**config.mk**
```make
export PLATFORM = sky130hd
export DESIGN_NAME = uart_regif
export DESIGN_NICKNAME = d
export VERILOG_FILES = /design/src/rtl/uart_regif_pkg.sv /design/src/rtl/uart_regif_timer.sv /design/src/rtl/uart_regif_rdmux.sv /design/src/rtl/uart_regif.sv
export SDC_FILE = /design/constraint.sdc
export NUM_CORES = 1
export LEC_CHECK = 0
export CORE_ASPECT_RATIO = 1.2
export CORE_MARGIN = 5
export CORE_UTILIZATION = 35
export CTS_BUF_LIST = sky130_fd_sc_hd__clkbuf_16
export CTS_CLUSTER_DIAMETER = 60
export DETAILED_ROUTE_END_ITERATION = 16
export GPL_TIMING_DRIVEN = 0
export SLEW_MARGIN = 20
export SYNTH_ARGS = -nofsm -noshare
export SYNTH_HDL_FRONTEND = slang
export SYNTH_SLANG_ARGS = --single-unit
```
**constraint.sdc**
```tcl
create_clock -name clk -period 2.2 [get_ports clk]
set_clock_uncertainty 0.1 [all_clocks]
set_input_delay 0.44 -clock clk [delete_from_list [all_inputs] [get_ports clk]]
set_output_delay 0.44 -clock clk [all_outputs]
set_load 0.03 [all_outputs]
```
**src/rtl/uart_regif_pkg.sv**
```systemverilog
package uart_regif_pkg;

    typedef enum logic [0:0] {
        TMR_IDLE = 1'b0,
        TMR_RUN  = 1'b1
    } tmr_state_e;

    localparam logic [2:0] OFF_DATA = 3'd0;
    localparam logic [2:0] OFF_IER  = 3'd1;
    localparam logic [2:0] OFF_IIR  = 3'd2;
    localparam logic [2:0] OFF_LCR  = 3'd3;
    localparam logic [2:0] OFF_MCR  = 3'd4;
    localparam logic [2:0] OFF_LSR  = 3'd5;

    localparam int unsigned SRC_RX = 0;
    localparam int unsigned SRC_TX = 1;
    localparam int unsigned NSRC   = 2;

    localparam int unsigned LCR_WINDOW_BIT = 7;

    localparam logic [7:0] ID_RX   = 8'h04;
    localparam logic [7:0] ID_TX   = 8'h02;
    localparam logic [7:0] ID_NONE = 8'h01;

    localparam logic [7:0] LSR_IDLE_BITS = 8'h60;
    localparam logic [7:0] MCR_TRIGGER   = 8'h1A;
    localparam logic [7:0] MCR_LATCHED   = 8'h9A;

endpackage

```
**src/rtl/uart_regif_timer.sv**
```systemverilog
module uart_regif_timer #(
    parameter int unsigned DELAY = 450
) (
    input  logic clk,
    input  logic rst_n,
    input  logic start,
    input  logic cancel,
    output logic expire
);
    import uart_regif_pkg::*;

    localparam int unsigned CW = (DELAY > 1) ? $clog2(DELAY) : 1;
    localparam logic [CW-1:0] LOAD = CW'(DELAY - 1);

    tmr_state_e    st_q, st_d;
    logic [CW-1:0] cnt_q, cnt_d;

    always_comb begin
        st_d  = st_q;
        cnt_d = cnt_q;
        unique case (st_q)
            TMR_IDLE: cnt_d = cnt_q;
            TMR_RUN: begin
                if (cnt_q == '0) st_d = TMR_IDLE;
                else             cnt_d = cnt_q - 1'b1;
            end
        endcase
        if (cancel) st_d = TMR_IDLE;
        if (start) begin
            st_d  = TMR_RUN;
            cnt_d = LOAD;
        end
    end

    always_ff @(posedge clk) begin
        if (!rst_n) begin
            st_q  <= TMR_IDLE;
            cnt_q <= '0;
        end else begin
            st_q  <= st_d;
            cnt_q <= cnt_d;
        end
    end

    always_comb begin
        expire = (st_q == TMR_RUN) && (cnt_q == '0);
    end

    generate
        if (DELAY > 1) begin : g_chk_early
            AST_TMR_NO_EARLY: assert property (@(posedge clk) disable iff (!rst_n)
                start |=> !expire);
        end
    endgenerate

    AST_TMR_CANCEL_QUIET: assert property (@(posedge clk) disable iff (!rst_n)
        (cancel && !start) |=> !expire);

endmodule

```
**src/rtl/uart_regif_rdmux.sv**
```systemverilog
module uart_regif_rdmux (
    input  logic [2:0] addr,
    input  logic       window,
    input  logic       rx_valid,
    input  logic [7:0] rx_data,
    input  logic [7:0] ier,
    input  logic [7:0] lcr,
    input  logic [7:0] mcr,
    input  logic       rx_pend,
    input  logic       tx_pend,
    output logic [7:0] rdata
);
    import uart_regif_pkg::*;

    logic [7:0] id_code;

    always_comb begin
        if (rx_pend)      id_code = ID_RX;
        else if (tx_pend) id_code = ID_TX;
        else              id_code = ID_NONE;
    end

    always_comb begin
        case (addr)
            OFF_DATA: rdata = (!window && rx_valid) ? rx_data : 8'h00;
            OFF_IER:  rdata = window ? 8'h00 : ier;
            OFF_IIR:  rdata = id_code;
            OFF_LCR:  rdata = lcr;
            OFF_MCR:  rdata = mcr;
            OFF_LSR:  rdata = LSR_IDLE_BITS | {7'd0, rx_valid};
            default:  rdata = 8'h00;
        endcase
    end

endmodule

```
**src/rtl/uart_regif.sv**
```systemverilog
module uart_regif #(
    parameter int unsigned DELAY = 450
) (
    input  logic       clk,
    input  logic       rst_n,
    input  logic [2:0] bus_addr,
    input  logic       bus_rd,
    input  logic       bus_wr,
    input  logic [7:0] bus_wdata,
    output logic [7:0] bus_rdata,
    input  logic       rx_valid,
    input  logic [7:0] rx_data,
    output logic       rx_ready,
    output logic       tx_strobe,
    output logic [7:0] tx_data,
    output logic       irq
);
    import uart_regif_pkg::*;

    logic [7:0] ier_q, lcr_q, mcr_q, tx_data_q;
    logic       rx_pend_q, tx_pend_q, rx_valid_q, data_rd_q, tx_strobe_q;
    logic       window;
    logic       data_rd, data_wr, ier_wr, iir_rd, lcr_wr, mcr_wr, arrival, rx_keep;
    logic       rx_set, rx_clr, tx_set, tx_clr;
    logic [NSRC-1:0] t_start, t_cancel, t_expire;

    assign window  = lcr_q[LCR_WINDOW_BIT];
    assign data_rd = bus_rd && (bus_addr == OFF_DATA) && !window;
    assign data_wr = bus_wr && (bus_addr == OFF_DATA) && !window;
    assign ier_wr  = bus_wr && (bus_addr == OFF_IER) && !window;
    assign iir_rd  = bus_rd && (bus_addr == OFF_IIR);
    assign lcr_wr  = bus_wr && (bus_addr == OFF_LCR);
    assign mcr_wr  = bus_wr && (bus_addr == OFF_MCR);
    assign arrival = rx_valid && !rx_valid_q;
    assign rx_keep = ier_wr && bus_wdata[SRC_RX] && rx_valid;

    always_comb begin
        t_start[SRC_TX]  = (data_wr && ier_q[SRC_TX]) || (ier_wr && bus_wdata[SRC_TX]);
        t_cancel[SRC_TX] = ier_wr && !bus_wdata[SRC_TX];
        t_start[SRC_RX]  = rx_keep || (data_rd_q && rx_valid && ier_q[SRC_RX]);
        t_cancel[SRC_RX] = ier_wr && !rx_keep;
    end

    generate
        for (genvar g = 0; g < NSRC; g++) begin : g_tmr
            uart_regif_timer #(.DELAY(DELAY)) u_tmr (
                .clk    (clk),
                .rst_n  (rst_n),
                .start  (t_start[g]),
                .cancel (t_cancel[g]),
                .expire (t_expire[g])
            );
        end
    endgenerate

    always_comb begin
        tx_set = t_expire[SRC_TX] && ier_q[SRC_TX];
        tx_clr = data_wr || iir_rd || t_cancel[SRC_TX];
        rx_set = (t_expire[SRC_RX] || arrival) && ier_q[SRC_RX];
        rx_clr = data_rd || t_cancel[SRC_RX];
    end

    always_ff @(posedge clk) begin
        if (!rst_n) begin
            ier_q       <= '0;
            lcr_q       <= '0;
            mcr_q       <= '0;
            tx_data_q   <= '0;
            tx_strobe_q <= 1'b0;
            rx_pend_q   <= 1'b0;
            tx_pend_q   <= 1'b0;
            rx_valid_q  <= 1'b0;
            data_rd_q   <= 1'b0;
        end else begin
            if (ier_wr) ier_q <= bus_wdata;
            if (lcr_wr) lcr_q <= bus_wdata;
            if (mcr_wr && bus_wdata == MCR_TRIGGER) mcr_q <= MCR_LATCHED;
            if (data_wr) tx_data_q <= bus_wdata;
            tx_strobe_q <= data_wr;
            rx_valid_q  <= rx_valid;
            data_rd_q   <= data_rd;
            if (tx_clr)      tx_pend_q <= 1'b0;
            else if (tx_set) tx_pend_q <= 1'b1;
            if (rx_clr)      rx_pend_q <= 1'b0;
            else if (rx_set) rx_pend_q <= 1'b1;
        end
    end

    uart_regif_rdmux u_rdmux (
        .addr     (bus_addr),
        .window   (window),
        .rx_valid (rx_valid),
        .rx_data  (rx_data),
        .ier      (ier_q),
        .lcr      (lcr_q),
        .mcr      (mcr_q),
        .rx_pend  (rx_pend_q),
        .tx_pend  (tx_pend_q),
        .rdata    (bus_rdata)
    );

    assign rx_ready  = data_rd && rx_valid;
    assign tx_strobe = tx_strobe_q;
    assign tx_data   = tx_data_q;
    assign irq       = rx_pend_q || tx_pend_q;

    AST_TXPEND_NEEDS_EN: assert property (@(posedge clk) disable iff (!rst_n)
        tx_pend_q |-> ier_q[SRC_TX]);
    AST_RXPEND_NEEDS_EN: assert property (@(posedge clk) disable iff (!rst_n)
        rx_pend_q |-> ier_q[SRC_RX]);
    AST_ID_READ_CLEARS_TX: assert property (@(posedge clk) disable iff (!rst_n)
        (bus_rd && bus_addr == OFF_IIR) |=> !tx_pend_q);
    AST_DATA_READ_CLEARS_RX: assert property (@(posedge clk) disable iff (!rst_n)
        (bus_rd && bus_addr == OFF_DATA && !lcr_q[LCR_WINDOW_BIT]) |=> !irq || tx_pend_q);
    AST_ARRIVAL_SETS_RX: assert property (@(posedge clk) disable iff (!rst_n)
        ($rose(rx_valid) && ier_q[SRC_RX] && !bus_rd && !bus_wr) |=> rx_pend_q);
    AST_TX_STROBE_SRC: assert property (@(posedge clk) disable iff (!rst_n)
        tx_strobe |-> $past(bus_wr && bus_addr == OFF_DATA));

endmodule

```
==> results.md <==
* Seq/Total Area, Yosys at 0.398
* Clk Latency, worst-skew pair at 0.29 ns
* Yosys top cell by area: dfxtp_1
* Vias/cell at about 5.3
* Buffers & Inverters on Critical Path at 2
* Total track usage at 0.155
* Die area at 0.00898 mm²
* Worst-path fanout max at 6
* H-tree levels at 2
* Leak at approximately 1.1 nW
* Mean Syn Cell Area at 8.26 µm²
* Final Slew Violations at 0
* Status: finished clean
* Initial Util at 0.362
* Post-Synthesis Cells at about 300
* Placed cell count at 433
* Fmax achieved at between 0.4 and 0.5 GHz
* CTS Sinks at 50
* CP top delay family: simple AND/OR/NAND/NOR gates
* Final HPWL DP at about 4800 µm
* Hold Vio Cnt, Final at 0
* Placed Area at 0.00304 mm²
* Routed WL per cell at 15.2 µm
* Syn_nets at 330
* Final Instance Area at approximately 0.0033 mm²
* Synthesis-to-finish area growth at 29.9%
* Commonest cells after routing, fill and taps aside: nand2_1, dfxtp_1, a21boi_1
* GPL Wtd Cong at between 0.7 and 0.8
* WHS at 0.355 ns
* CTS tree: built
* EDFF count, synth at 0
* Synthesized flop and latch total at 50
* Synth warn at 0
* Initial antenna violation count at 0
* Max-slew headroom at 0.575
* DR vias at approximately 2300
* GR Overflow Total at 0
* FF/Latch Area at around 0.001 mm²
* Die height at 103 µm
* Max IR drop VDD at 0.273 mV
* Max-Cap Viols at 0
* Leading cell type in the layout, fill and taps excluded: nand2_1
* First-pass GRT wire length at ~11000 µm
* Post-route DRC at 0
* Clock transition at path regs at about 0.070 ns
* Num CTS Buffers at 5
* Slew @ Worst Pin at around 0.63 ns
* Crit-path slowest cell: dfxtp_4
* Power, Total at about 0.002 W
* Worst EP arrival at about 1.6 ns
* CTS root buf: clkbuf_16
* I/O pin count at 43
* Initial detailed-routing violation count at 130
* Clock Tree Buf Depth at 2
* Largest net degree at the start of global routing at 16
* Synthesized area at approximately 0.0025 mm²
* CP Launch Type: flop
* Final non-filler cell total at 444
* Area of the multi-input gates at ~0.0015 mm²
* Vias in the first global route at ~2200
* Routed Antenna Nets at 0
* Fill count at slightly above 700
* Detailed Route WL at approximately 6700 µm
* Crit path cell chain: buf_4 -> nor3b_2 -> a21oi_1 -> or3_1 -> nand3_1 -> buf_6
* Share of the synthesized area in the top cell type at 0.398
* CP Capture Type: output pin
* Worst Setup Path Type: flop to output pin
* DIE WIDTH at about 87 µm
* Ant. Diodes at 0
* Post-synth ARST share at 0
* Final Setup Violations at 0
* Period minus WS final at ~2.2 ns
* FP Rows at 33
* Critical Path RT at about 1.7 ns
* Nets at approximately 380
* Fin crit share at 0.982
* Core area at 0.00694 mm²
* Top post-synthesis cells by area: dfxtp_1, a21boi_1, nand2_1
* Share of layout cells above drive strength 1 at 0.143
* Ys flop type: dfxtp_1
* Unique masters post-synth at 55
* Cell area power density at ~620 mW/mm²
* Pre-Repair DR Iteration Count at 4
* Port bufs at 42
* CP max stage delay at ~0.37 ns
* Min-Delay Path Class: flop to flop
-- report_power, final --
group	switching (W)	total [W]	internal (W)
clock	0.000343	0.000876	0.000533
sequential	0.0000102	0.000929	0.000918
combinational	0.000127	0.000226	0.0000985
-- state kept, by name, indices dropped and copies added, names as in the netlist --
name,count
lcr_q,8
ier_q,8
g_tmr.u_tmr.cnt_q,18
data_rd_q,1
g_tmr.u_tmr.st_q,2
rx_valid_q,1
rx_pend_q,1
tx_pend_q,1
mcr_q,1
tx_data,8
tx_strobe,1
-- worst register-to-register path, cell delays in order, from the launching register on --
cell and delay [ns]:
dfxtp_1 0.39, inv_1 0.06, ha_1 0.23, nor2b_1 0.20
a31oi_1 0.46, a21oi_1 0.13, a311oi_1 0.21
-- layout make-up --
cell class	instances	area share
multi-input cells	231	0.449
flip-flops and latches	50	0.308
inverters	8	0.00920
repair buffers	47	0.128
clock buffers	5	0.0383
well taps	87	0.0333
plain buffers	13	0.0222
clock inverters	3	0.0126
-- cell usage after synthesis (all sizes together) (2+ instances only) --
| master | number |
|---|---|
| a2111oi | 2 |
| a211oi | 3 |
| a21boi | 33 |
| a21oi | 15 |
| a22o | 2 |
| a311oi | 2 |
| a31oi | 3 |
| a32oi | 2 |
| and2 | 4 |
| and3 | 5 |
| buf | 2 |
| clkbuf | 13 |
| dfxtp | 50 |
| ha | 2 |
| inv | 8 |
| mux2i | 2 |
| nand2 | 64 |
| nand2b | 2 |
| nand3 | 14 |
| nor2 | 18 |
| nor2b | 3 |
| nor3 | 5 |
| nor3b | 3 |
| nor4 | 3 |
| nor4b | 2 |
| nor4bb | 2 |
| o21a | 2 |
| o21ai | 11 |
| or3 | 4 |
| or4 | 2 |
| or4b | 2 |
| xnor2 | 4 |
-- per-layer routing --
layer,up-vias,wire length [µm],global-route usage
met1,1084,3170,0.219
met4,0,126,0.0508
li1,1180,-,-
met3,10,288,0.0192
met2,59,3150,0.244
met5,-,0,0
-- final timing paths --
check | from | endpoint | slack, ns | depth (start not counted)
worst max-delay path | lcr_q[7]$_SDFFE_PN0P_ | bus_rdata[7] | 0.04 | 6
worst min-delay path | lcr_q[0]$_SDFFE_PN0P_ | lcr_q[0]$_SDFFE_PN0P_ | 0.35 | 2
worst max register to register | g_tmr[1].u_tmr.cnt_q[0]$_SDFFE_PN0P_ | g_tmr[1].u_tmr.cnt_q[2]$_SDFFE_PP0P_ | 0.33 | 6
worst min register to register | lcr_q[0]$_SDFFE_PN0P_ | lcr_q[0]$_SDFFE_PN0P_ | 0.35 | 2
-- through the flow --
stage                      util  setup TNS, ns  setup slack (ns)
after detailed placement  0.438         -19.22             -1.25
after CTS                 0.468              0            0.0149
after global routing      0.471      -0.000577         -0.000577
after global placement    0.438         -18.65             -1.24
after floorplan               -              0            0.0111
final                     0.471              0            0.0404
-- kinds of logic (layout without fill, tap and decap cells) --
kind of cell / after synthesis / count (layout) / synth area share
muxes: 3 / 3 / 0.0125
AOI/OAI and AO/OA: 83 / 83 / 0.244
and+or+nand+nor: 139 / 139 / 0.286
DFF: 50 / 50 / 0.398
adders and majority gates: 2 / 2 / 0.00996
xor gates and xnor gates: 4 / 4 / 0.0139
buffers and inverters: 23 / 76 / 0.0354
-- repair_timing --
item	4_1_cts	5_1_grt
endpoints found under the hold margin	0	0
gates resized for setup	75	11
pin swaps	2	1
buffers inserted	5	0
setup endpoints to repair	20	8
hold buffers	0	0
(Power assumes the default switching activity.)
